## src/rtl/intv_timer_pkg.sv

```systemverilog
package intv_timer_pkg;

  localparam int DATA_W = 16;
  localparam int ADDR_W = 3;
  localparam int PRE_W  = 4;
  // phase counter must hold 2^(2^PRE_W) - 1
  localparam int PH_W   = (1 << PRE_W) + 1;

  // control word bit positions (software-visible layout)
  localparam int B_EN   = 0;
  localparam int B_RLD  = 1;
  localparam int B_FLAG = 2;
  localparam int B_IE   = 3;
  localparam int B_OVW  = 4;
  localparam int B_DBG  = 5;
  localparam int B_DOZE = 6;
  localparam int B_PRE  = 8;

  localparam logic [ADDR_W-1:0] OFF_CTRL = 3'd0;
  localparam logic [ADDR_W-1:0] OFF_MOD  = 3'd2;
  localparam logic [ADDR_W-1:0] OFF_CNT  = 3'd4;

  typedef struct packed {
    logic [PRE_W-1:0] pre;
    logic             doze;
    logic             dbg;
    logic             ovw;
    logic             ie;
    logic             rld;
    logic             en;
  } ctrl_t;

  function automatic ctrl_t ctrl_from_word(input logic [DATA_W-1:0] w);
    ctrl_t c;
    c.en   = w[B_EN];
    c.rld  = w[B_RLD];
    c.ie   = w[B_IE];
    c.ovw  = w[B_OVW];
    c.dbg  = w[B_DBG];
    c.doze = w[B_DOZE];
    c.pre  = w[B_PRE +: PRE_W];
    return c;
  endfunction

  function automatic logic [DATA_W-1:0] ctrl_to_word(input ctrl_t c, input logic flag);
    logic [DATA_W-1:0] w;
    w = '0;
    w[B_EN]   = c.en;
    w[B_RLD]  = c.rld;
    w[B_FLAG] = flag;
    w[B_IE]   = c.ie;
    w[B_OVW]  = c.ovw;
    w[B_DBG]  = c.dbg;
    w[B_DOZE] = c.doze;
    w[B_PRE +: PRE_W] = c.pre;
    return w;
  endfunction

  // true when two control settings agree on every bit except the enable of the interrupt
  function automatic logic only_ie_differs(input ctrl_t a, input ctrl_t b);
    ctrl_t x;
    ctrl_t y;
    x = a;
    y = b;
    x.ie = 1'b0;
    y.ie = 1'b0;
    return x == y;
  endfunction

  // last phase value before a tick: 2^(n+1) - 1
  function automatic logic [PH_W-1:0] tick_limit(input logic [PRE_W-1:0] n);
    return (PH_W'(1) << (32'(n) + 1)) - PH_W'(1);
  endfunction

endpackage

```

## src/rtl/intv_prescaler.sv

```systemverilog
module intv_prescaler
  import intv_timer_pkg::*;
(
  input  logic             clk,
  input  logic             rst_n,
  input  logic             run,
  input  logic             restart,
  input  logic [PRE_W-1:0] pre,
  output logic             tick
);

  logic [PH_W-1:0] phase;
  logic [PH_W-1:0] limit;

  assign limit = tick_limit(pre);
  assign tick  = run && (phase == limit);

  always_ff @(posedge clk or negedge rst_n) begin
    if (!rst_n)                 phase <= '0;
    else if (!run || restart)   phase <= '0;
    else if (tick)              phase <= '0;
    else                        phase <= phase + PH_W'(1);
  end

  p_phase_idle_r3: assert property (@(posedge clk) disable iff (!rst_n)
    !run |=> (phase == '0));

  p_phase_bound_r3: assert property (@(posedge clk) disable iff (!rst_n)
    run |-> (phase <= limit));

  p_restart_phase_r10: assert property (@(posedge clk) disable iff (!rst_n)
    restart |=> (phase == '0));

endmodule

```

## src/rtl/intv_counter.sv

```systemverilog
module intv_counter #(
  parameter int CNT_W = 16
) (
  input  logic             clk,
  input  logic             rst_n,
  input  logic             tick,
  input  logic             rld,
  input  logic [CNT_W-1:0] period,
  input  logic             load,
  input  logic [CNT_W-1:0] load_val,
  output logic [CNT_W-1:0] count,
  output logic             underflow
);

  logic [CNT_W-1:0] wrap_val;

  function automatic logic [CNT_W-1:0] next_wrap(input logic r, input logic [CNT_W-1:0] p);
    return r ? p : {CNT_W{1'b1}};
  endfunction

  assign wrap_val  = next_wrap(rld, period);
  assign underflow = tick && !load && (count == '0);

  always_ff @(posedge clk or negedge rst_n) begin
    if (!rst_n)          count <= {CNT_W{1'b1}};
    else if (load)       count <= load_val;
    else if (underflow)  count <= wrap_val;
    else if (tick)       count <= count - CNT_W'(1);
  end

  p_step_r3: assert property (@(posedge clk) disable iff (!rst_n)
    (tick && !load && count != '0) |=> (count == $past(count) - CNT_W'(1)));

  p_hold_r3: assert property (@(posedge clk) disable iff (!rst_n)
    (!tick && !load) |=> $stable(count));

  p_wrap_r4: assert property (@(posedge clk) disable iff (!rst_n)
    underflow |=> (count == $past(wrap_val)));

  p_load_r11: assert property (@(posedge clk) disable iff (!rst_n)
    load |=> (count == $past(load_val)));

endmodule

```

## src/rtl/intv_regs.sv

```systemverilog
module intv_regs
  import intv_timer_pkg::*;
#(
  parameter int CNT_W = 16
) (
  input  logic              clk,
  input  logic              rst_n,
  input  logic              bus_wr,
  input  logic [ADDR_W-1:0] bus_addr,
  input  logic [DATA_W-1:0] bus_wdata,
  input  logic              underflow,
  output ctrl_t             ctrl,
  output logic              flag,
  output logic [CNT_W-1:0]  period,
  output logic              restart,
  output logic              ovw_load
);

  logic  ctrl_wr;
  logic  mod_wr;
  logic  flag_clr;
  ctrl_t new_ctrl;

  assign ctrl_wr  = bus_wr && (bus_addr == OFF_CTRL);
  assign mod_wr   = bus_wr && (bus_addr == OFF_MOD);
  assign new_ctrl = ctrl_from_word(bus_wdata);
  assign restart  = ctrl_wr && !only_ie_differs(ctrl, new_ctrl);
  assign ovw_load = mod_wr && ctrl.ovw;
  assign flag_clr = (ctrl_wr && bus_wdata[B_FLAG]) || mod_wr;

  always_ff @(posedge clk or negedge rst_n) begin
    if (!rst_n)       ctrl <= '0;
    else if (ctrl_wr) ctrl <= new_ctrl;
  end

  always_ff @(posedge clk or negedge rst_n) begin
    if (!rst_n)      period <= {CNT_W{1'b1}};
    else if (mod_wr) period <= bus_wdata[CNT_W-1:0];
  end

  always_ff @(posedge clk or negedge rst_n) begin
    if (!rst_n)         flag <= 1'b0;
    else if (underflow) flag <= 1'b1;
    else if (flag_clr)  flag <= 1'b0;
  end

  p_flag_set_r6: assert property (@(posedge clk) disable iff (!rst_n)
    underflow |=> flag);

  p_flag_sticky_r6: assert property (@(posedge clk) disable iff (!rst_n)
    (flag && !ctrl_wr && !mod_wr) |=> flag);

  p_flag_w1c_r7: assert property (@(posedge clk) disable iff (!rst_n)
    (ctrl_wr && bus_wdata[B_FLAG] && !underflow) |=> !flag);

  p_flag_keep_r7: assert property (@(posedge clk) disable iff (!rst_n)
    (flag && ctrl_wr && !bus_wdata[B_FLAG]) |=> flag);

  p_mod_clear_r11: assert property (@(posedge clk) disable iff (!rst_n)
    (mod_wr && !underflow) |=> !flag);

endmodule

```

## src/rtl/intv_timer.sv

```systemverilog
module intv_timer
  import intv_timer_pkg::*;
#(
  parameter int CNT_W = 16
) (
  input  logic              clk,
  input  logic              rst_n,
  input  logic              bus_wr,
  input  logic [ADDR_W-1:0] bus_addr,
  input  logic [DATA_W-1:0] bus_wdata,
  output logic [DATA_W-1:0] bus_rdata,
  output logic              irq_o
);

  ctrl_t            ctrl;
  logic             flag;
  logic [CNT_W-1:0] period;
  logic [CNT_W-1:0] count;
  logic             restart;
  logic             ovw_load;
  logic             tick;
  logic             underflow;

  intv_regs #(.CNT_W(CNT_W)) u_regs (
    .clk       (clk),
    .rst_n     (rst_n),
    .bus_wr    (bus_wr),
    .bus_addr  (bus_addr),
    .bus_wdata (bus_wdata),
    .underflow (underflow),
    .ctrl      (ctrl),
    .flag      (flag),
    .period    (period),
    .restart   (restart),
    .ovw_load  (ovw_load)
  );

  intv_prescaler u_presc (
    .clk     (clk),
    .rst_n   (rst_n),
    .run     (ctrl.en),
    .restart (restart),
    .pre     (ctrl.pre),
    .tick    (tick)
  );

  intv_counter #(.CNT_W(CNT_W)) u_cnt (
    .clk       (clk),
    .rst_n     (rst_n),
    .tick      (tick),
    .rld       (ctrl.rld),
    .period    (period),
    .load      (ovw_load),
    .load_val  (bus_wdata[CNT_W-1:0]),
    .count     (count),
    .underflow (underflow)
  );

  always_comb begin
    unique case (bus_addr)
      OFF_CTRL: bus_rdata = ctrl_to_word(ctrl, flag);
      OFF_MOD:  bus_rdata = DATA_W'(period);
      OFF_CNT:  bus_rdata = DATA_W'(count);
      default:  bus_rdata = '0;
    endcase
  end

  assign irq_o = flag & ctrl.ie;

  p_irq_drop_r8: assert property (@(posedge clk) disable iff (!rst_n)
    (bus_wr && bus_addr == OFF_CTRL && bus_wdata[B_FLAG] && !underflow) |=> !irq_o);

  p_irq_needs_event_r8: assert property (@(posedge clk) disable iff (!rst_n)
    $rose(irq_o) |-> ($past(underflow) || $past(bus_wr)));

endmodule

```

## config.mk

```make
export PLATFORM = sky130hd
export DESIGN_NAME = intv_timer
export DESIGN_NICKNAME = d
export VERILOG_FILES = /design/src/rtl/intv_timer_pkg.sv /design/src/rtl/intv_prescaler.sv /design/src/rtl/intv_counter.sv /design/src/rtl/intv_regs.sv /design/src/rtl/intv_timer.sv
export SDC_FILE = /design/constraint.sdc
export NUM_CORES = 1
export LEC_CHECK = 0
export CORE_UTILIZATION = 25
export CTS_CLUSTER_DIAMETER = 150
export DETAILED_ROUTE_END_ITERATION = 10
export DONT_BUFFER_PORTS = 1
export GPL_TIMING_DRIVEN = 0
export SYNTH_ARGS = -nofsm -noshare
export SYNTH_HDL_FRONTEND = slang
export SYNTH_HIERARCHICAL = 1
export SYNTH_SLANG_ARGS = --single-unit
```

## constraint.sdc

```tcl
create_clock -name clk -period 11.3 [get_ports clk]
set_clock_uncertainty 0.2 [all_clocks]
set_input_delay 1.695 -clock clk [delete_from_list [all_inputs] [get_ports clk]]
set_output_delay 1.695 -clock clk [all_outputs]
set_load 0.05 [all_outputs]
```

# --- Word-level counts from Yosys, hierarchy flattened ---
# Cells that the tools add are included.
word_totals:
  regBits: 60
  input_bits: 22
op_classes:
  add_sub_neg: 4
  n_eq_ne: 4
  shift: 1
  mux: 9
  bitwise: 1
  n_reduce_logical: 17
ops:
  columns: ["cell", "count"]
  rows:
  - ["16-bit 2-to-1 mux", 4]
  - ["16-bit case mux with 3 select lines", 1]
  - ["17-bit 2-to-1 mux", 2]
  - ["1-bit by 32-bit << shifter with 17-bit output (first input constant)", 1]
  - ["17-bit by 1-bit adder with 17-bit output (second input constant)", 1]
  - ["17-bit == test", 1]
  - ["17-bit by 2-bit subtractor with 17-bit output (second input constant)", 1]
  - ["16-bit logical NOT", 1]
  - ["16-bit by 1-bit subtractor with 16-bit output (second input constant)", 1]
  - ["9-bit == test", 1]
  - ["1-bit logical AND", 8]
  - ["4-bit by 1-bit adder with 5-bit output (second input constant)", 1]
  - ["3-bit by 2-bit == test with 1-bit output (second input constant)", 1]
  - ["3-bit == test (second input constant)", 1]
  - ["1-bit logical NOT", 3]
  - ["3-bit logical NOT", 1]
  - ["3-bit nonzero test", 1]
  - ["1-bit logical OR", 2]
  - ["1-bit 2-to-1 mux", 2]
  - ["2-bit nonzero test", 1]
  - ["1-bit bitwise AND", 1]

# --- Depth between registers and ports, before layout ---
# Gate-level depths: netlist (run 1).
logic_depth:
  depth_word: 9
  depth_mapped: 15

# --- Cells and area by module ---
# The synthesis (run 1) kept the hierarchy.
by_module_without_submodules:
  columns: ["module", "n_inst", "cells_per_inst", "area_each_um2"]
  rows:
  - ["intv_counter", 1, 159, 1396.3]
  - ["intv_prescaler", 1, 167, 1387.6]
  - ["intv_regs", 1, 75, 1224.9]
  - ["intv_timer", 1, 64, 430.4]

# --- Worst setup path before layout (run 1) ---
# OpenSTA, ideal clock, no wires.
synth_timing:
  path_kind: "input to output"
  startpoint: "input bus_addr[0]"
  endpoint: "output bus_rdata[0]"
  t_arrival_ps: 3212
  slack_ps: 6193
  stages: 3
  n_path_buf: 2
  cell_sequence: "buf_1 clkbuf_1 a211oi_1"
synth_between:
  elab_chain_cells: 2
  elab_cells_between_ends: 4
synth_lines:
  columns: ["item", "line", "rtl"]
  rows:
  - ["from (decl)", "intv_timer.sv:9", "input logic [ADDR_W-1:0] bus_addr,"]
  - ["3-bit == test (tied with other cells)", "intv_timer.sv:60", "unique case (bus_addr)"]
  - ["16-bit case mux with 3 select lines (*)", "intv_timer.sv:60", null]
  - ["to (decl)", "intv_timer.sv:11", "output logic [DATA_W-1:0] bus_rdata,"]
# Every way passes the cells marked *; elsewhere a longest branch is shown, timed or not.

# --- Final worst setup path (run 1) ---
layout_timing:
  startpoint: "input bus_addr[0]"
  endpoint: "output bus_rdata[11]"
# Same word-level chain as after synthesis.

==> results.yml, run 1 <==
timing:
  setup_violations: 0
  worst_slew_margin_rel: 0.283
  worstMarginPinSlew_ns: 1.07
  fin_crit_sh: 0.463
  final_report_max_slew_violation_count: 0
  hold_slack_ns: 0.300
  fin_ws_ns: 6.07
  timing.fmax_ghz: 0.191
  hold_violations: 0
  tns_ns: 0
  fin_crit_ns: 5.23
  unrepaired_setup_endpoints_after_global_routing: "false"
die:
  boundaryPins: 39
  placementRows: 48
  coreArea_mm2: 0.0173
  die_x_um: 135
  initial_core_util: 0.257
  die-area_mm2: 0.0183
  fp.dieH_um: 135
layout:
  num_antenna_cells: 0
  final_nets: 502
  finished_core_util: 0.296
  area_of_the_multi_input_gates_mm2: 0.00270
  area.growth.synth_to_final_pct: 15.2
  regArea_mm2: 0.00154
  filler_cell_count: 1795
  drive_above_1_share: 0.245
global_routing:
  gr-max-usage-layer: "met2"
  use_met2: 0.218
  global_routing_met3_resource_utilization: 0.0426
  grt-ovfl-total: 0
  antenna_violations_before_repair: 0
  global_route_wire_length_before_repair_mm: 21.6
  gr-usage-met1: 0.216
  grt_max_degree: 61
  track_usage: 0.154
  grt_pass1_vias: 3793
clock_network:
  tritoncts_num_sinks: 60
  worst_setup_hold_path_clk_slew_ns: 0.05
  htree_levels: 3
  total_setup_buffers_inserted_after_cts: 0
  ctsResizeCount: 0
  cts_buffers: 9
  tritoncts: "built"
  cts.root.buffer_cell: "clkbuf_16"
  cts_hold_repair.buffers: 0
  clock_path_buffers: 2
  insertion_delay_ns: 0.33
detailed_routing:
  routed_via_density: 5.49
  drt_drc_violations_left: 0
  route.vias.total: 3874
  route.final.wire_length_mm: 13.3
  ant_nets: 0
  firstDrtPassIters: 5
  drt_first_iter_violations: 352
  drt-wirelength-per-cell_um: 18.9
placed_design:
  dp_hpwl_mm: 9.61
  pre_cts_slack_ns: 6.13
  portBuffers: 0
  place.gp.congestion: 0.916
synth:
  yosysSeqAreaShare: 0.347
  synth-main-ff-cell: "dfstp_2"
  synth.distinct_cells: 74
  synth.top_cells.by_count: "32 x dfstp_2, 31 x xnor2_1, 29 x nor3_1"
  synth_enable_flop_cells: 0
  syn_nets: 491
  synth.cell_area_mm2: 0.00444
  syn-instance-count: 465
  synth.area.top_cells: "dfstp_2 19%, dfrtp_1 16%, xnor2_1 6.1%"
  synth_async_reset_ratio: 1.00
  yosysMostFrequentCell: "dfstp_2"
  ys_seq_elements: 60
  postSynthAreaPerCell_um2: 9.55
  synth_top_area_share: 0.189
  synth_top_area_cell: "dfstp_2"
  yosysWarningCount: 6
power:
  vdd_ir_drop_max_mv: 0.0704
  totalPowerFinal_mw: 0.987
  power.density_cell_area_mw_per_mm2: 193
  static-leakage-power_nw: 1.76
worst_setup_path:
  critical_path_required_ns: 9.41
  path_class: "input pin to output pin"
  crit_start: "bus_addr[0]"
  worst-endpoint-arrival_ns: 3.33
  critPathLaunchType: "input pin"
  end_kind: "output pin"
  critical-path-max-stage-delay_ns: 0.95
  r2r-start: "u_regs/ctrl[7]"
  critical_path_s_slowest_cell: "a211oi_2"
  highest_net_fanout_along_the_worst_path: 10
  crit_chain: "buf_1, clkbuf_1, a211oi_2"
hold_path:
  worst_hold_path_type: "flop to flop"
  hold_path_startpoint: "u_regs/flag"
outcome:
  run_status: "completed"
run:
  max_cap_violations: 0
==> where the power goes <==
| part | internal [mW] | switching, mW | total, mW | leakage, nW |
|---|---|---|---|---|
| Sequential | 0.284 | 0.0647 | 0.349 | 0.705 |
| Clock | 0.211 | 0.0970 | 0.308 | 0.162 |
| Combinational | 0.140 | 0.191 | 0.331 | 0.894 |
==> per-layer routing <==
layer	routed length, um	up-vias
met5	0	-
met4	351	0
met3	1130	24
met2	5780	163
met1	6050	1913
li1	-	1774
==> final timing paths <==
path,to,slack (ns),cells after the start
worst min register to register,u_regs/flag,0.30,1
min in group asynchronous,u_presc/phase[13],0.86,0
worst max register to register,u_cnt/count[8],6.11,15
max in group asynchronous,u_cnt/count[0],9.83,0
worst max-delay path,bus_rdata[11],6.07,3
worst min-delay path,u_regs/flag,0.30,1
==> layout by cell type (no fill, tap or decap), types with 5 or more instances in the layout <==
cell        n
dfstp_2    32
xnor2_1    31
nor3_1     29
dfrtp_1    28
nor2_1     24
clkbuf_1   18
o21ai_0    17
a22oi_1    16
a21oi_1    16
mux2_2     16
nand2b_1   15
a211oi_1   15
nand2_1    12
a211oi_2   11
nor3b_1    11
o31ai_1    11
nand4_1    11
mux2_4     10
nor2b_1     9
clkbuf_16   9
inv_1       9
buf_2       8
and2b_1     7
nor4_1      7
buf_6       6
nand3_1     6
and3_1      6
xor2_1      5
==> critical path: cells and delay by family <==
family,cells,cell delay [ns]
buf+inv,2,0.68
compound gates,1,0.95
==> layout make-up <==
class	count	area share
plain buffers	35	0.0418
clock buffers	13	0.0529
clock inverters	3	0.0132
multi-input cells	360	0.528
flip-flops and latches	60	0.301
well taps	225	0.0551
inverters	10	0.00734
==> registers in the layout, summed over array words and instances, names as in the netlist <==
signal and cells:
u_cnt/count 16, u_regs/period 16, u_regs/flag 1, u_presc/phase 17, u_regs/ctrl 10
==> through the flow <==
| stage | instance area (um^2) | instances |
|---|---|---|
| global route | 5110 | 706 |
| detailed placement | 4780 | 690 |
| finish | 5110 | 706 |
| CTS | 5110 | 706 |
| global placement | 4720 | 690 |
| floorplan | 4440 | 465 |
==> kinds of logic after synthesis <==
group                    share of synthesized area
AO/OA/AOI/OAI                                0.190
XOR/XNOR                                    0.0710
adder cells (fa/ha/maj)                     0.0113
buffers and inverters                       0.0566
flip-flops                                   0.347
multiplexers                                0.0767
other                                     0.000845
AND/OR/NAND/NOR                              0.246
Power figures use the tool's default switching activity.
==> run 2, diff against run 1 <==
ABC_AREA = 1   (was default)
clock period = 4.25 ns   (was 11.3 ns; I/O delays follow)
==> results.yml, run 2 <==
global_routing:
  global_route_wire_length_before_repair_mm: 23.8
  grt_max_degree: 61
  antenna_violations_before_repair: 0
  track_usage: 0.155
  grt_pass1_vias: 4285
  grt-ovfl-total: 0
synth:
  yosysWarningCount: 6
  syn_nets: 743
  synth.cell_area_mm2: 0.00489
  yosysSeqAreaShare: 0.315
  synth-main-ff-cell: "dfstp_2"
  synth.area.top_cells: "nand2_1 19%, dfstp_2 17%, dfrtp_1 14%"
  ys_seq_elements: 60
  synth_top_area_share: 0.190
  yosysMostFrequentCell: "nand2_1"
  synth_top_area_cell: "nand2_1"
  synth_async_reset_ratio: 1.00
  synth.top_cells.by_count: "248 x nand2_1, 80 x nor2_1, 79 x nand3_1"
  synth.distinct_cells: 41
  syn-instance-count: 717
  synth_enable_flop_cells: 0
  postSynthAreaPerCell_um2: 6.82
timing:
  final_report_max_slew_violation_count: 0
  worst_slew_margin_rel: 0.580
  worstMarginPinSlew_ns: 0.628
  setup_violations: 0
  fin_crit_ns: 3.57
  hold_violations: 0
  fin_crit_sh: 0.839
  tns_ns: 0
  unrepaired_setup_endpoints_after_global_routing: "false"
  timing.fmax_ghz: 0.280
layout:
  drive_above_1_share: 0.195
  area.growth.synth_to_final_pct: 13.0
  post_layout_inst_area_mm2: 0.00552
  registers_with_the_most_flip_flops: "u_presc/phase (17), u_cnt/count (16), u_regs/period (16)"
  final_nets: 756
  layout_commonest_cell: "nand2_1"
  filler_cell_count: 2039
  layout.cells.most_common_list: "248 x nand2_1, 80 x nor2_1, 79 x nand3_1, 70 x inv_1, 32 x dfstp_2"
  largest_register_ffs: 17
  num_antenna_cells: 0
  largest-register: "u_presc/phase"
worst_setup_path:
  cp_common_cell: "nand2_1"
  highest_net_fanout_along_the_worst_path: 9
  critPathLaunchType: "flop"
  end_kind: "flop"
  worst-endpoint-arrival_ns: 3.62
  critical-path-max-stage-delay_ns: 0.49
  crit_chain: "nor2_1, nand2_1, ha_1, inv_1, nand2_1, nand3_1, nor2_1, nand2_1, nor2_1, nand2_1, nor2_1, nand3_2, inv_1, inv_2, nor2_8, nand2_1, nor2_1, nand2_1, inv_2, nand2_1, nand3_1, nand2_1"
  critical_path_required_ns: 4.31
  path_class: "flop to flop"
  critical_path_s_slowest_cell: "dfrtp_1"
run:
  max_cap_violations: 0
clock_network:
  cts.root.buffer_cell: "clkbuf_16"
  cts_hold_repair.buffers: 2
  cts_buffers: 9
  ctsResizeCount: 0
  htree_levels: 3
  worst_setup_hold_path_clk_slew_ns: 0.05
  tritoncts_num_sinks: 60
  clock_path_buffers: 2
  total_setup_buffers_inserted_after_cts: 0
  tritoncts: "built"
  insertion_delay_ns: 0.33
die:
  fp.dieH_um: 142
  die_x_um: 142
  coreArea_mm2: 0.0190
  initial_core_util: 0.258
  boundaryPins: 39
  die-area_mm2: 0.0201
  placementRows: 50
detailed_routing:
  routed_via_density: 4.61
  drt-wirelength-per-cell_um: 14.7
  route.final.wire_length_mm: 14.7
  drt_drc_violations_left: 0
  route.vias.total: 4590
  ant_nets: 0
  drt_first_iter_violations: 356
  firstDrtPassIters: 5
hold_path:
  worst_hold_path_type: "input pin to flop"
outcome:
  run_status: "completed"
power:
  static-leakage-power_nw: 2.66
  vdd_ir_drop_max_mv: 0.199
  power.density_cell_area_mw_per_mm2: 454
placed_design:
  place_area_mm2: 0.00521
  portBuffers: 0
  place.gp.congestion: 0.941
  dp_hpwl_mm: 11.1
## run 2: cell families (layout without fill, tap and decap cells)
logic type	count (synthesis)	count (layout)	synth area share
compound gates	51	51	0.0678
xor+xnor	19	19	0.0341
buf+inv	102	120	0.103
flops	60	60	0.315
fa+ha+maj	4	4	0.0102
other cells	1	1	0.000767
simple gates	480	480	0.469
## run 2: metal layers
| metal | share of wire | vias up | global-route usage |
|---|---|---|---|
| li1 | - | 2290 | - |
| met1 | 0.48 | 2168 | 0.220 |
| met2 | 0.43 | 120 | 0.231 |
| met3 | 0.072 | 12 | 0.0371 |
| met4 | 0.015 | 0 | 0.0419 |
| met5 | 0 | - | 0 |
## run 2: path summary, 6_finish.rpt
kind                              startpoint           endpoint  slack (ns)  depth (start not counted)
max                           u_regs/ctrl[7]    u_cnt/count[11]        0.68                         22
min                            bus_wdata[15]  u_regs/period[15]        0.20                          2
max reg2reg                   u_regs/ctrl[7]    u_cnt/count[11]        0.68                         22
min reg2reg                u_regs/period[13]  u_regs/period[13]        0.27                          2
max in group asynchronous              rst_n     u_cnt/count[1]        2.88                          2
min in group asynchronous              rst_n   u_presc/phase[8]        0.67                          2
## run 2: through the flow
step	total power [mW]	worst slack [ns]	hold WS [ns]	instances	util
3_5_place_dp	1.80	0.755	0.145	977	0.275
3_3_place_gp	1.79	0.741	0.145	977	0.275
5_1_grt	2.70	0.405	0.204	995	0.291
2_1_floorplan	1.59	1.39	0.142	717	-
6_report	2.51	0.684	0.198	995	0.291
4_1_cts	2.51	0.739	0.188	995	0.291
## run 2: critical path: cells and delay by family, from the launching register on
family | cells | cell delay [ns]
adder cells (fa/ha/maj) | 1 | 0.31
buffers and inverters | 4 | 0.37
flip-flops | 1 | 0.49
AND/OR/NAND/NOR | 17 | 2.11
## run 2: power breakdown
part	internal, mW	switching, mW
Combinational	0.320	0.612
Sequential	0.736	0.160
Clock	0.425	0.258
Total	1.48	1.03
## run 2: area by class of cell
| type | instances | area, um^2 | share of cell area |
|---|---|---|---|
| tap | 260 | 325 | 0.0589 |
| inverter | 80 | 303 | 0.0548 |
| sequential | 60 | 1540 | 0.279 |
| clock inverter | 2 | 10.0 | 0.00181 |
| multi-input combinational | 555 | 2840 | 0.515 |
| clock buffer | 14 | 264 | 0.0478 |
| buffer | 22 | 199 | 0.0360 |
| timing repair buffer | 2 | 37.5 | 0.00680 |
==> run 3, diff against run 2 <==
clock period = 3.35 ns   (was 4.25 ns; I/O delays follow)
==> results.yml, run 3 (same netlist as run 2, synthesis figures left out) <==
layout:
  finished_core_util: 0.298
  filler_cell_count: 2027
  registers_with_the_most_flip_flops: "u_presc/phase (17), u_cnt/count (16), u_regs/period (16)"
  largest-register: "u_presc/phase"
  final_nets: 764
  post_layout_inst_area_mm2: 0.00565
  finalNonFillerCells: 1003
  layout_commonest_cell: "nand2_1"
  area.growth.synth_to_final_pct: 15.7
  drive_above_1_share: 0.219
  largest_register_ffs: 17
  layout.cells.most_common_list: "248 x nand2_1, 78 x nand3_1, 75 x nor2_1, 68 x inv_1, 32 x dfstp_2"
  num_antenna_cells: 0
global_routing:
  grt_pass1_vias: 4309
  track_usage: 0.156
  grt_max_degree: 61
  antenna_violations_before_repair: 0
  global_route_wire_length_before_repair_mm: 24.0
  grt-ovfl-total: 0
detailed_routing:
  route.final.wire_length_mm: 14.8
  firstDrtPassIters: 5
  drt_first_iter_violations: 322
  drt-wirelength-per-cell_um: 14.8
  ant_nets: 0
  drt_drc_violations_left: 0
  routed_via_density: 4.66
  route.vias.total: 4671
timing:
  fin_ws_ns: 0.214
  final_report_max_slew_violation_count: 0
  worstMarginPinSlew_ns: 0.636
  setup_violations: 0
  worst_slew_margin_rel: 0.575
  fin_crit_sh: 0.936
  timing.fmax_ghz: 0.319
  hold_violations: 0
  fin_crit_ns: 3.14
worst_setup_path:
  worst-endpoint-arrival_ns: 3.19
  crit_chain: "nor2_4, nand2_1, ha_2, inv_1, nand2_1, nand3_2, nor2_2, nand2_1, nor2_2, nand2_1, nor2_2, nand3_2, inv_2, inv_2, nor2_8, and2_4, nand3_4, buf_12, nand2_1, o21ai_1, nand2_1, nand3_2"
  critical_path_required_ns: 3.40
  path_class: "flop to flop"
  critPathBufInv: 4
  highest_net_fanout_along_the_worst_path: 8
  end_kind: "flop"
  critical_path.top_delay_family: "simple AND/OR/NAND/NOR gates"
  critPathLaunchType: "flop"
  worst_setup_slack_for_register_to_register_paths_ns: 0.21
  critical_path_s_slowest_cell: "dfrtp_2"
  critical-path-max-stage-delay_ns: 0.49
  cp_common_cell: "nand2_1"
power:
  static-leakage-power_nw: 2.70
  power.density_cell_area_mw_per_mm2: 570
  totalPowerFinal_mw: 3.22
  vdd_ir_drop_max_mv: 0.255
placed_design:
  pre_cts_slack_ns: -0.145
  post-place-cells: 977
  portBuffers: 0
  place.gp.congestion: 0.941
  dp_hpwl_mm: 11.1
  place_area_mm2: 0.00521
run:
  max_cap_violations: 0
die:
  boundaryPins: 39
  fp.dieH_um: 142
  die-area_mm2: 0.0201
  placementRows: 50
  initial_core_util: 0.258
  coreArea_mm2: 0.0190
  die_x_um: 142
clock_network:
  htree_levels: 3
  tritoncts_num_sinks: 60
  insertion_delay_ns: 0.33
  cts_buffers: 9
  tritoncts: "built"
  clock_path_buffers: 2
  cts.root.buffer_cell: "clkbuf_16"
  worst_setup_hold_path_clk_slew_ns: 0.05
hold_path:
  worst_hold_path_type: "input pin to flop"
outcome:
  run_status: "completed"
[run 3: cell count changes in the layout (fill, tap and decap cells not counted), moves of 2 or more]
cell	previous run	this run
buf_4	3	9
buf_6	11	9
dfrtp_1	28	25
dfrtp_2	0	3
inv_1	70	68
inv_2	9	11
nor2_1	80	75
nor2_2	9	13
[run 3: per-stage QoR]
stage / TNS [ns] / hold WS (ns)
2_1_floorplan: 0 / 0.00691
4_1_cts: 0 / 0.0531
3_3_place_gp: -1.48 / 0.0101
6_report: 0 / 0.0631
3_5_place_dp: -1.42 / 0.00973
5_1_grt: -0.00115 / 0.0690
[run 3: what timing repair did]
| item | in CTS | in global routing |
|---|---|---|
| gates cloned | 0 | 2 |
| setup buffers | 2 | 4 |
| hold buffers | 2 | 0 |
| pin swaps | 3 | 2 |
| resized for setup | 5 | 12 |
| setup endpoints to repair | 17 | 17 |
| endpoints found under the hold margin | 60 | 0 |
[run 3: path summary, 6_finish.rpt]
path,cells after the start,end,startpoint
worst max-delay path,22,u_cnt/count[4],u_regs/ctrl[7]
min in group asynchronous,2,u_regs/ctrl[4],rst_n
worst min-delay path,2,u_regs/period[13],bus_wdata[13]
worst max register to register,22,u_cnt/count[4],u_regs/ctrl[7]
max in group asynchronous,2,u_regs/period[2],rst_n
worst min register to register,2,u_regs/period[13],u_regs/period[13]
[run 3: worst register-to-register path, cell delays in order (launching register included)]
cell and delay (ns):
dfrtp_2 0.49, nor2_4 0.20, nand2_1 0.09, ha_2 0.34
inv_1 0.04, nand2_1 0.09, nand3_2 0.08, nor2_2 0.08
nand2_1 0.06, nor2_2 0.09, nand2_1 0.07, nor2_2 0.10
nand3_2 0.13, inv_2 0.09, inv_2 0.06, nor2_8 0.12
and2_4 0.18, nand3_4 0.13, buf_12 0.18, nand2_1 0.07
o21ai_1 0.07, nand2_1 0.08, nand3_2 0.06
[run 3: power breakdown]
part	internal, mW	total [mW]	switching, mW
clock	0.539	0.866	0.327
combinational	0.422	1.22	0.796
sequential	0.935	1.14	0.202
total	1.90	3.22	1.32
[run 3: cell type report]
type                       count  area, um^2  share of cell area
inverter                      80         303              0.0536
clock buffer                  14         264              0.0467
buffer                        22         211              0.0374
multi-input combinational    556        2890               0.511
tap                          260         325              0.0575
timing repair buffer           9         108              0.0190
sequential                    60        1550               0.273
clock inverter                 2        10.0             0.00177
[run 3: routing by layer]
metal | share of wire | track usage
met1 | 0.48 | 0.220
met2 | 0.44 | 0.234
met3 | 0.069 | 0.0371
met4 | 0.012 | 0.0419
met5 | 0 | 0
